$ cat config.mk
export PLATFORM = sky130hd
export DESIGN_NAME = fft_bin_reorder
export DESIGN_NICKNAME = d
export VERILOG_FILES = /design/src/rtl/fbr_pkg.sv /design/src/rtl/fbr_bank_store.sv /design/src/rtl/fbr_wr_ctrl.sv /design/src/rtl/fbr_rd_ctrl.sv /design/src/rtl/fft_bin_reorder.sv
export SDC_FILE = /design/constraint.sdc
export NUM_CORES = 1
export LEC_CHECK = 0
export ABC_AREA = 1
export CORE_UTILIZATION = 30
export DETAILED_ROUTE_END_ITERATION = 7
export PLACE_DENSITY = 0.53
export SYNTH_ARGS = -nofsm -noshare
export SYNTH_HDL_FRONTEND = slang
export SYNTH_SLANG_ARGS = --single-unit
$ cat constraint.sdc
create_clock -name clk -period 2.17 [get_ports clk]
set_input_delay 0.3255 -clock clk [delete_from_list [all_inputs] [get_ports clk]]
set_output_delay 0.3255 -clock clk [all_outputs]
set_load 0.1 [all_outputs]
$ cat src/rtl/fbr_pkg.sv
package fbr_pkg;
  typedef enum logic {PATH_REORDER = 1'b0, PATH_PASS = 1'b1} path_e;
  localparam int unsigned BANKS = 2;
endpackage

$ cat src/rtl/fbr_bank_store.sv
module fbr_bank_store #(
  parameter int unsigned DW = 16,
  parameter int unsigned AW = 4
) (
  input  logic          clk,
  input  logic          wr_en,
  input  logic          wr_bank,
  input  logic [AW-1:0] wr_addr,
  input  logic [DW-1:0] wr_data,
  input  logic          rd_bank,
  input  logic [AW-1:0] rd_addr,
  output logic [DW-1:0] rd_data
);
  localparam int unsigned DEPTH = 1 << AW;

  logic [DW-1:0] bank_word [fbr_pkg::BANKS];

  for (genvar g = 0; g < fbr_pkg::BANKS; g++) begin : g_bank
    logic [DW-1:0] cells [DEPTH];
    logic          sel_w;
    assign sel_w = wr_en && (int'(wr_bank) == g);
    always_ff @(posedge clk) begin
      if (sel_w) cells[wr_addr] <= wr_data;
    end
    assign bank_word[g] = cells[rd_addr];
  end

  assign rd_data = bank_word[rd_bank];
endmodule

$ cat src/rtl/fbr_wr_ctrl.sv
module fbr_wr_ctrl
  import fbr_pkg::*;
#(
  parameter int unsigned AW = 4
) (
  input  logic          clk,
  input  logic          rst_n,
  input  logic          run,
  input  logic          in_valid,
  input  logic          bypass_req,
  input  logic [1:0]    bank_full,
  input  logic          out_ready,
  output logic          in_ready,
  output logic          wr_en,
  output logic          wr_bank,
  output logic [AW-1:0] wr_addr,
  output logic          frame_done,
  output logic          pass_act,
  output logic          pass_last
);
  localparam logic [AW-1:0] LAST = '1;

  logic [AW-1:0] cnt_q, cnt_d;
  logic          sel_q, sel_d;
  path_e         mode_q, mode_d, cur_mode;
  logic          at_start, take;

  always_comb begin
    at_start   = (cnt_q == '0);
    cur_mode   = at_start ? (bypass_req ? PATH_PASS : PATH_REORDER) : mode_q;
    pass_act   = run && (cur_mode == PATH_PASS) && (bank_full == 2'b00);
    in_ready   = pass_act ? out_ready
                          : (run && (cur_mode == PATH_REORDER) && !bank_full[sel_q]);
    take       = in_valid && in_ready;
    wr_en      = take && (cur_mode == PATH_REORDER);
    frame_done = wr_en && (cnt_q == LAST);
    wr_bank    = sel_q;
    wr_addr    = cnt_q;
    pass_last  = (cnt_q == LAST);
    cnt_d      = cnt_q + 1'b1;
    mode_d     = at_start ? cur_mode : mode_q;
    sel_d      = frame_done ? ~sel_q : sel_q;
  end

  always_ff @(posedge clk or negedge rst_n) begin
    if (!rst_n) begin
      cnt_q  <= '0;
      sel_q  <= 1'b0;
      mode_q <= PATH_REORDER;
    end else if (take) begin
      cnt_q  <= cnt_d;
      sel_q  <= sel_d;
      mode_q <= mode_d;
    end
  end
endmodule

$ cat src/rtl/fbr_rd_ctrl.sv
module fbr_rd_ctrl #(
  parameter int unsigned AW = 4
) (
  input  logic          clk,
  input  logic          rst_n,
  input  logic          run,
  input  logic [1:0]    bank_full,
  input  logic          pass_act,
  input  logic          out_ready,
  output logic          rd_valid,
  output logic          rd_bank,
  output logic [AW-1:0] rd_addr,
  output logic          rd_last,
  output logic          frame_read
);
  localparam logic [AW-1:0] LAST = '1;

  logic [AW-1:0] cnt_q, cnt_d;
  logic          sel_q, sel_d;
  logic          take;

  for (genvar b = 0; b < AW; b++) begin : g_mirror
    assign rd_addr[b] = cnt_q[AW-1-b];
  end

  always_comb begin
    rd_valid   = run && !pass_act && bank_full[sel_q];
    take       = rd_valid && out_ready;
    rd_last    = (cnt_q == LAST);
    frame_read = take && rd_last;
    rd_bank    = sel_q;
    cnt_d      = cnt_q + 1'b1;
    sel_d      = frame_read ? ~sel_q : sel_q;
  end

  always_ff @(posedge clk or negedge rst_n) begin
    if (!rst_n) begin
      cnt_q <= '0;
      sel_q <= 1'b0;
    end else if (take) begin
      cnt_q <= cnt_d;
      sel_q <= sel_d;
    end
  end
endmodule

$ cat src/rtl/fft_bin_reorder.sv
module fft_bin_reorder
  import fbr_pkg::*;
#(
  parameter int unsigned DATA_W    = 16,
  parameter int unsigned FRAME_LEN = 16
) (
  input  logic              clk,
  input  logic              rst_n,
  input  logic              bypass,
  input  logic              in_valid,
  output logic              in_ready,
  input  logic [DATA_W-1:0] in_data,
  output logic              out_valid,
  input  logic              out_ready,
  output logic [DATA_W-1:0] out_data,
  output logic              out_last
);
  localparam int unsigned AW = $clog2(FRAME_LEN);

  // reset: asserted at once, released after two clock edges
  logic [1:0] rsync_q;
  logic       core_rst_n;

  always_ff @(posedge clk or negedge rst_n) begin
    if (!rst_n) rsync_q <= 2'b00;
    else        rsync_q <= {rsync_q[0], 1'b1};
  end
  assign core_rst_n = rsync_q[1];

  logic [1:0]        bank_full, bank_full_d;
  logic              wr_en, wr_bank, frame_done, pass_act, pass_last;
  logic [AW-1:0]     wr_addr, rd_addr;
  logic              rd_valid, rd_bank, rd_last, frame_read;
  logic [DATA_W-1:0] rd_data;

  fbr_wr_ctrl #(.AW(AW)) u_wr (
    .clk        (clk),
    .rst_n      (core_rst_n),
    .run        (core_rst_n),
    .in_valid   (in_valid),
    .bypass_req (bypass),
    .bank_full  (bank_full),
    .out_ready  (out_ready),
    .in_ready   (in_ready),
    .wr_en      (wr_en),
    .wr_bank    (wr_bank),
    .wr_addr    (wr_addr),
    .frame_done (frame_done),
    .pass_act   (pass_act),
    .pass_last  (pass_last)
  );

  fbr_rd_ctrl #(.AW(AW)) u_rd (
    .clk        (clk),
    .rst_n      (core_rst_n),
    .run        (core_rst_n),
    .bank_full  (bank_full),
    .pass_act   (pass_act),
    .out_ready  (out_ready),
    .rd_valid   (rd_valid),
    .rd_bank    (rd_bank),
    .rd_addr    (rd_addr),
    .rd_last    (rd_last),
    .frame_read (frame_read)
  );

  fbr_bank_store #(.DW(DATA_W), .AW(AW)) u_store (
    .clk     (clk),
    .wr_en   (wr_en),
    .wr_bank (wr_bank),
    .wr_addr (wr_addr),
    .wr_data (in_data),
    .rd_bank (rd_bank),
    .rd_addr (rd_addr),
    .rd_data (rd_data)
  );

  // occupancy: set by a completed write frame, cleared by a completed read frame
  always_comb begin
    for (int b = 0; b < 2; b++) begin
      bank_full_d[b] = (bank_full[b] || (frame_done && (int'(wr_bank) == b)))
                       && !(frame_read && (int'(rd_bank) == b));
    end
  end

  always_ff @(posedge clk or negedge core_rst_n) begin
    if (!core_rst_n) bank_full <= 2'b00;
    else             bank_full <= bank_full_d;
  end

  always_comb begin
    if (pass_act) begin
      out_valid = in_valid;
      out_data  = in_data;
      out_last  = pass_last;
    end else begin
      out_valid = rd_valid;
      out_data  = rd_data;
      out_last  = rd_last;
    end
  end
endmodule

Yosys cells after proc, flatten, opt, wreduce, memory -nomap -nowiden:

Memory sizes are Yosys's and may differ from the RTL's.
Index checks and enable logic that the tools add are counted.

* register bits after elaboration: 15
* RAM bits: 512
* input port bits: 21
* output and inout port bits: 19
* logic and storage cells: 69
* memories: 2

* add/subtract/negate cells: 2
* order comparisons: 3
* equality and inequality tests: 2
* mux-type cells: 17
* bitwise gates (word level): 6
* reductions and logical operators: 30

Memories
* u_store.g_bank[0].cells: depth 16, bits a word 16, rd ports 1, clocked after memory_dff 0, write ports 1, line fbr_bank_store.sv:19 `logic [DW-1:0] cells [DEPTH];`
* u_store.g_bank[1].cells: depth 16, bits a word 16, rd ports 1, clocked after memory_dff 0, write ports 1, line fbr_bank_store.sv:19

Operator list (number)
* $mux 16: 4
* $logic_and 1x1->1: 19
* $mux 1: 13
* $add 4x1->4 const B: 2
* $eq 4x4->1 const B: 2
* $reduce_and 2->1: 3
* $not 1->1: 5
* $logic_not 1->1: 4
* $logic_not 4->1: 1
* $lt 1x2->1 const B: 2
* $ge 2x2->1 const B: 1
* $logic_not 2->1: 1
* $logic_or 1x1->1: 2
* $not 1->2: 1

Longest topological paths before layout:

* depth after elaboration: 12
* mapped depth: 11
* gate-level depth less buffers: 11

Modules after synthesis:

From an unflattened synthesis, not the netlist that was laid out.

* cell total of the unflattened synthesis: 1962
* area total of the unflattened synthesis: 22236.3 um2

By module, submodules not included
* fbr_bank_store: times used 1, cells an instance 1796, area an instance 20998.9 um2, sequential area each 15374.7 um2
* fft_bin_reorder: times used 1, cells an instance 75, area an instance 478.0 um2, sequential area each 100.1 um2
* fbr_wr_ctrl: times used 1, cells an instance 55, area an instance 466.7 um2, sequential area each 150.1 um2
* fbr_rd_ctrl: times used 1, cells an instance 36, area an instance 292.8 um2, sequential area each 125.1 um2

Least setup slack after synthesis:

OpenSTA, ideal clock, no wires.

* path kind: register -> output
* start point: register u_wr.cnt_q[0] (netlist: u_wr.wr_addr[0])
* end point: output port out_last
* arrival time: 3380 ps
* data required time: 1845 ps
* slack: -1536 ps
* cell stages (with the launch flop): 9
* path buffers: 0
* path through: dfrtp_1 > inv_1 > ha_1 > nand2_4 > nand2_4 > nand2_4 > inv_1 > nand2_2 > o21ai_0

* longest elaborated chain between the ends: 5
* elaborated cells on any way between the ends: 6
* classes of those cells: eq/ne: 1; mux: 2; reduce/logical: 3

Ends and longest elaborated chain
* from (decl): line fbr_wr_ctrl.sv:23 `logic [AW-1:0] cnt_q, cnt_d;`
* from (signal assigned): line fbr_wr_ctrl.sv:51 `cnt_q <= cnt_d;`
* $logic_not 4->1: line fbr_wr_ctrl.sv:29 `at_start = (cnt_q == '0);`
* $mux 1: line fbr_wr_ctrl.sv:30 `cur_mode = at_start ? (bypass_req ? PATH_PASS : PATH_REORDER) : mode_q;`
* $logic_and 1x1->1 (2 in series): line fbr_wr_ctrl.sv:31 `pass_act = run && (cur_mode == PATH_PASS) && (bank_full == 2'b00);`
* $mux 1 *: line fft_bin_reorder.sv:92 `if (pass_act) begin`
* to (decl): line fft_bin_reorder.sv:16 `output logic out_last`

Every way passes the cells marked *; elsewhere a longest branch is shown, timed or not.

Final worst setup path:

* start point: register u_rd.cnt_q[3]
* end point: output port out_data[7]

* longest elaborated chain between the ends: 5
* elaborated cells on any way between the ends: 6
* classes of those cells: mux: 4; memory: 2

Ends and longest elaborated chain
* from (decl): line fbr_rd_ctrl.sv:18 `logic [AW-1:0] cnt_q, cnt_d;`
* from (signal assigned): line fbr_rd_ctrl.sv:41 `cnt_q <= cnt_d;`
* $mem_v2 16x16
* $mux 16 (implied by the code) * (3 in series): line fbr_bank_store.sv:28 `assign rd_data = bank_word[rd_bank];`
* $mux 16 *: line fft_bin_reorder.sv:92
* to (decl): line fft_bin_reorder.sv:15 `output logic [DATA_W-1:0] out_data,`

Every way passes the cells marked *; elsewhere a longest branch is shown, timed or not. The select of a mux whose other input is x is not followed.

==> results.ini <==
[detailed_routing]
drt.antenna.violating_nets=0
first_iter_violations=1497
wl_um=65100
drtPass1Iterations=8
num_vias=14890
wl_per_cell_um=21.57
drc=7
via_per_inst=4.933

[grt]
overflow=0
grt_pass1_wl_um=91320
grt_max_degree=43
first_global_vias=14130
antenna_found_initial=2
grt_use_total_pct=16.52

[final_layout]
drive_gt1_share_pct=26.91
diodes=0
nNetsFinal=2038
syn2layout_area_growth_pct=33.43
final_area_um2=29590
fin_cells=3018
fillers=6734

[floorplan]
rows=99
dieHeight_um=273.9
initial_core_util_pct=30.34
die_w_um=273.9
ios=40
die_area_um2=75010
core_area_um2=73080

[timing]
setup_viol=529
finalClockSkew_ns=0.02378
hold_viol_final=0
drv_slew=0
timing.fmax_mhz=347.4
setup_tns_ns=-73.20
rsz0062_at_grt=true
fin_crit_ns=2.879
setup_ws_ns=-0.7086
relSlewSlack_pct=65.47
worstMarginPinSlew_ns=0.5174
post-route-period-util_pct=132.7

[synthesis]
synth-seq-area-share_pct=71.03
ys_types=31
avgSynthCellArea_um2=12.24
async_reset_ff_share_pct=2.846
synth_seq_cells=527
yosys_warnings=0
synth_area_leader_cell=edfxtp_1
yosysMostFrequentCell=edfxtp_1
synth_edf_count=512
yosys.area.top_type_share_pct=69.33
synthTopCellsByArea=edfxtp_1 (69%), nand3_1 (5.7%), inv_1 (4.7%)
synth.top_cells.by_count=edfxtp_1 (512), inv_1 (275), nand3_1 (252)
syn_nets=1838
ys.flop_type=edfxtp_1
syn_area_um2=22180
synthCells=1812

[setup_path]
critPathMaxFanout=8
worstPathRequired_ns=1.84
critPathSlowestCell=dfrtp_4
cp.arrival_ns=2.55
crit_chain=buf_12 -> buf_16 -> buf_4 -> o211ai_1 -> nand3_1 -> nand3_2 -> nand3_4 -> nand3_2 -> nand2_2 -> buf_12
worstSetupEndpointType=primary output
critPathLaunchType=flop
crit_family=buffers and inverters
crit_type=reg2out
cp_num_buf_inv=4
cp_slowest_stage_delay_ns=0.51

[placement]
dp_hpwl_um=37020
io_buffers=39
pre_cts_ws_ns=-0.2185
place_area_um2=25430
dp.cells=2847
routabilityCongestion=0.8236

[run]
cap_violations=0

[clock_tree]
cts_max_level=2
cts_tree=yes
cts_root_buf=clkbuf_16
clock-sinks=527
insertion_delay_ns=0.62
cts.clk_slew.worst_paths_ns=0.06
cts.path.max_buffers=3
numCtsBuffers=55

[pwr]
irDropWorstVdd_v=0.002484
power_density_nw_per_um2=1318
finalPower_w=0.03901
p_leak_nw=10.76

[run_status]
violations=design-rule violations, negative setup slack
status=complete, but fails checks

[hold_path]
hp-class=reg2async

==> logic make-up (layout without fill, tap and decap cells) <==
kind of cell	after synthesis	after routing	share of synthesized area, %
AO/OA/AOI/OAI	394	394	10.37
XOR/XNOR	6	6	0.2370
buffers and inverters	393	640	7.527
flip-flops	527	527	71.03
AND/OR/NAND/NOR	486	486	10.55
adder cells (fa/ha/maj)	5	5	0.2821
other	1	1	0.01691
==> worst register-to-register path, stage by stage (launching register included) <==
cell	delay, ns
dfrtp_1	0.40
inv_1	0.08
nand2_1	0.07
nor2_2	0.27
nand4_4	0.17
nand2_8	0.10
buf_6	0.10
nand4_4	0.10
buf_12	0.17
buf_8	0.13
buf_6	0.12
nor2_4	0.21
clkbuf_16	0.23
==> area by class of cell <==
cell class / count / area (um^2) / area share, %
clock buffer: 61 / 1420 / 4.800
clock inverter: 43 / 473.0 / 1.598
inverter: 277 / 1049 / 3.544
multi-input combinational: 892 / 5928 / 20.04
sequential: 527 / 15760 / 53.26
tap: 959 / 1200 / 4.055
timing repair buffer: 259 / 3759 / 12.70
==> repair_timing <==
| item | in CTS | in global routing |
|---|---|---|
| endpoints found under the hold margin | 2 | 0 |
| hold buffers | 1 | 0 |
| pin swaps | 47 | 110 |
| gates cloned | 6 | 19 |
| resized for setup | 146 | 187 |
| setup buffers | 21 | 28 |
| endpoints found under the setup margin | 19 | 388 |
==> path summary, 6_finish.rpt <==
check,startpoint,endpoint,slack (ns),cells past startpoint
worst max-delay path,u_rd.cnt_q[3],out_data[7],-0.71,10
worst min-delay path,rsync_q[1],u_rd.cnt_q[0],0.24,1
worst max register to register,bank_full[1],u_store.g_bank[0].cells[11][10],-0.29,12
worst min register to register,rsync_q[1],u_rd.cnt_q[0],0.24,1
max in group asynchronous,rst_n,rsync_q[1],1.63,2
min in group clk,rsync_q[0],rsync_q[1],0.35,0
==> registers in the layout (all words and copies together) (netlist names) <==
name,flops
u_wr.wr_addr,4
u_rd.rd_bank,1
bank_full,2
u_store.g_bank.cells,512
rsync_q,2
u_wr.mode_q,1
u_rd.cnt_q,4
u_wr.wr_bank,1
==> through the flow <==
stage,hold WS [ns],utilization (%)
2_1_floorplan,0.02991,-
3_3_place_gp,0.2208,34.79
3_5_place_dp,0.2230,34.79
4_1_cts,0.2293,38.77
5_1_grt,0.2593,40.49
6_report,0.2431,40.49
==> power breakdown <==
group          total [W]  internal [W]  switching (W)
registers         0.0115        0.0113       0.000148
clock network    0.00992       0.00590        0.00402
logic             0.0176       0.00683         0.0108
==> metal layers <==
metal	up-vias	share of wire (%)	GRT usage (%)
li1	6863	-	-
met3	107	5.7	2.102
met2	467	47	26.13
met4	0	2.9	5.716
met1	7450	45	23.32
met5	-	0	0
==> placed cells by master (no fill, tap or decap), types with 13 or more instances in the layout <==
cell type / count
a21oi_1: 84
a21oi_2: 46
buf_12: 83
buf_4: 90
buf_6: 26
clkbuf_16: 75
clkdlybuf4s50_1: 20
clkinv_1: 14
clkinv_2: 16
edfxtp_1: 512
inv_1: 270
nand2_1: 158
nand2_2: 13
nand3_1: 147
nand3_2: 89
nand3_4: 17
nor2_4: 27
o211ai_1: 128
o21ai_0: 74
o21ai_1: 59
Power figures use the tool's default switching activity.
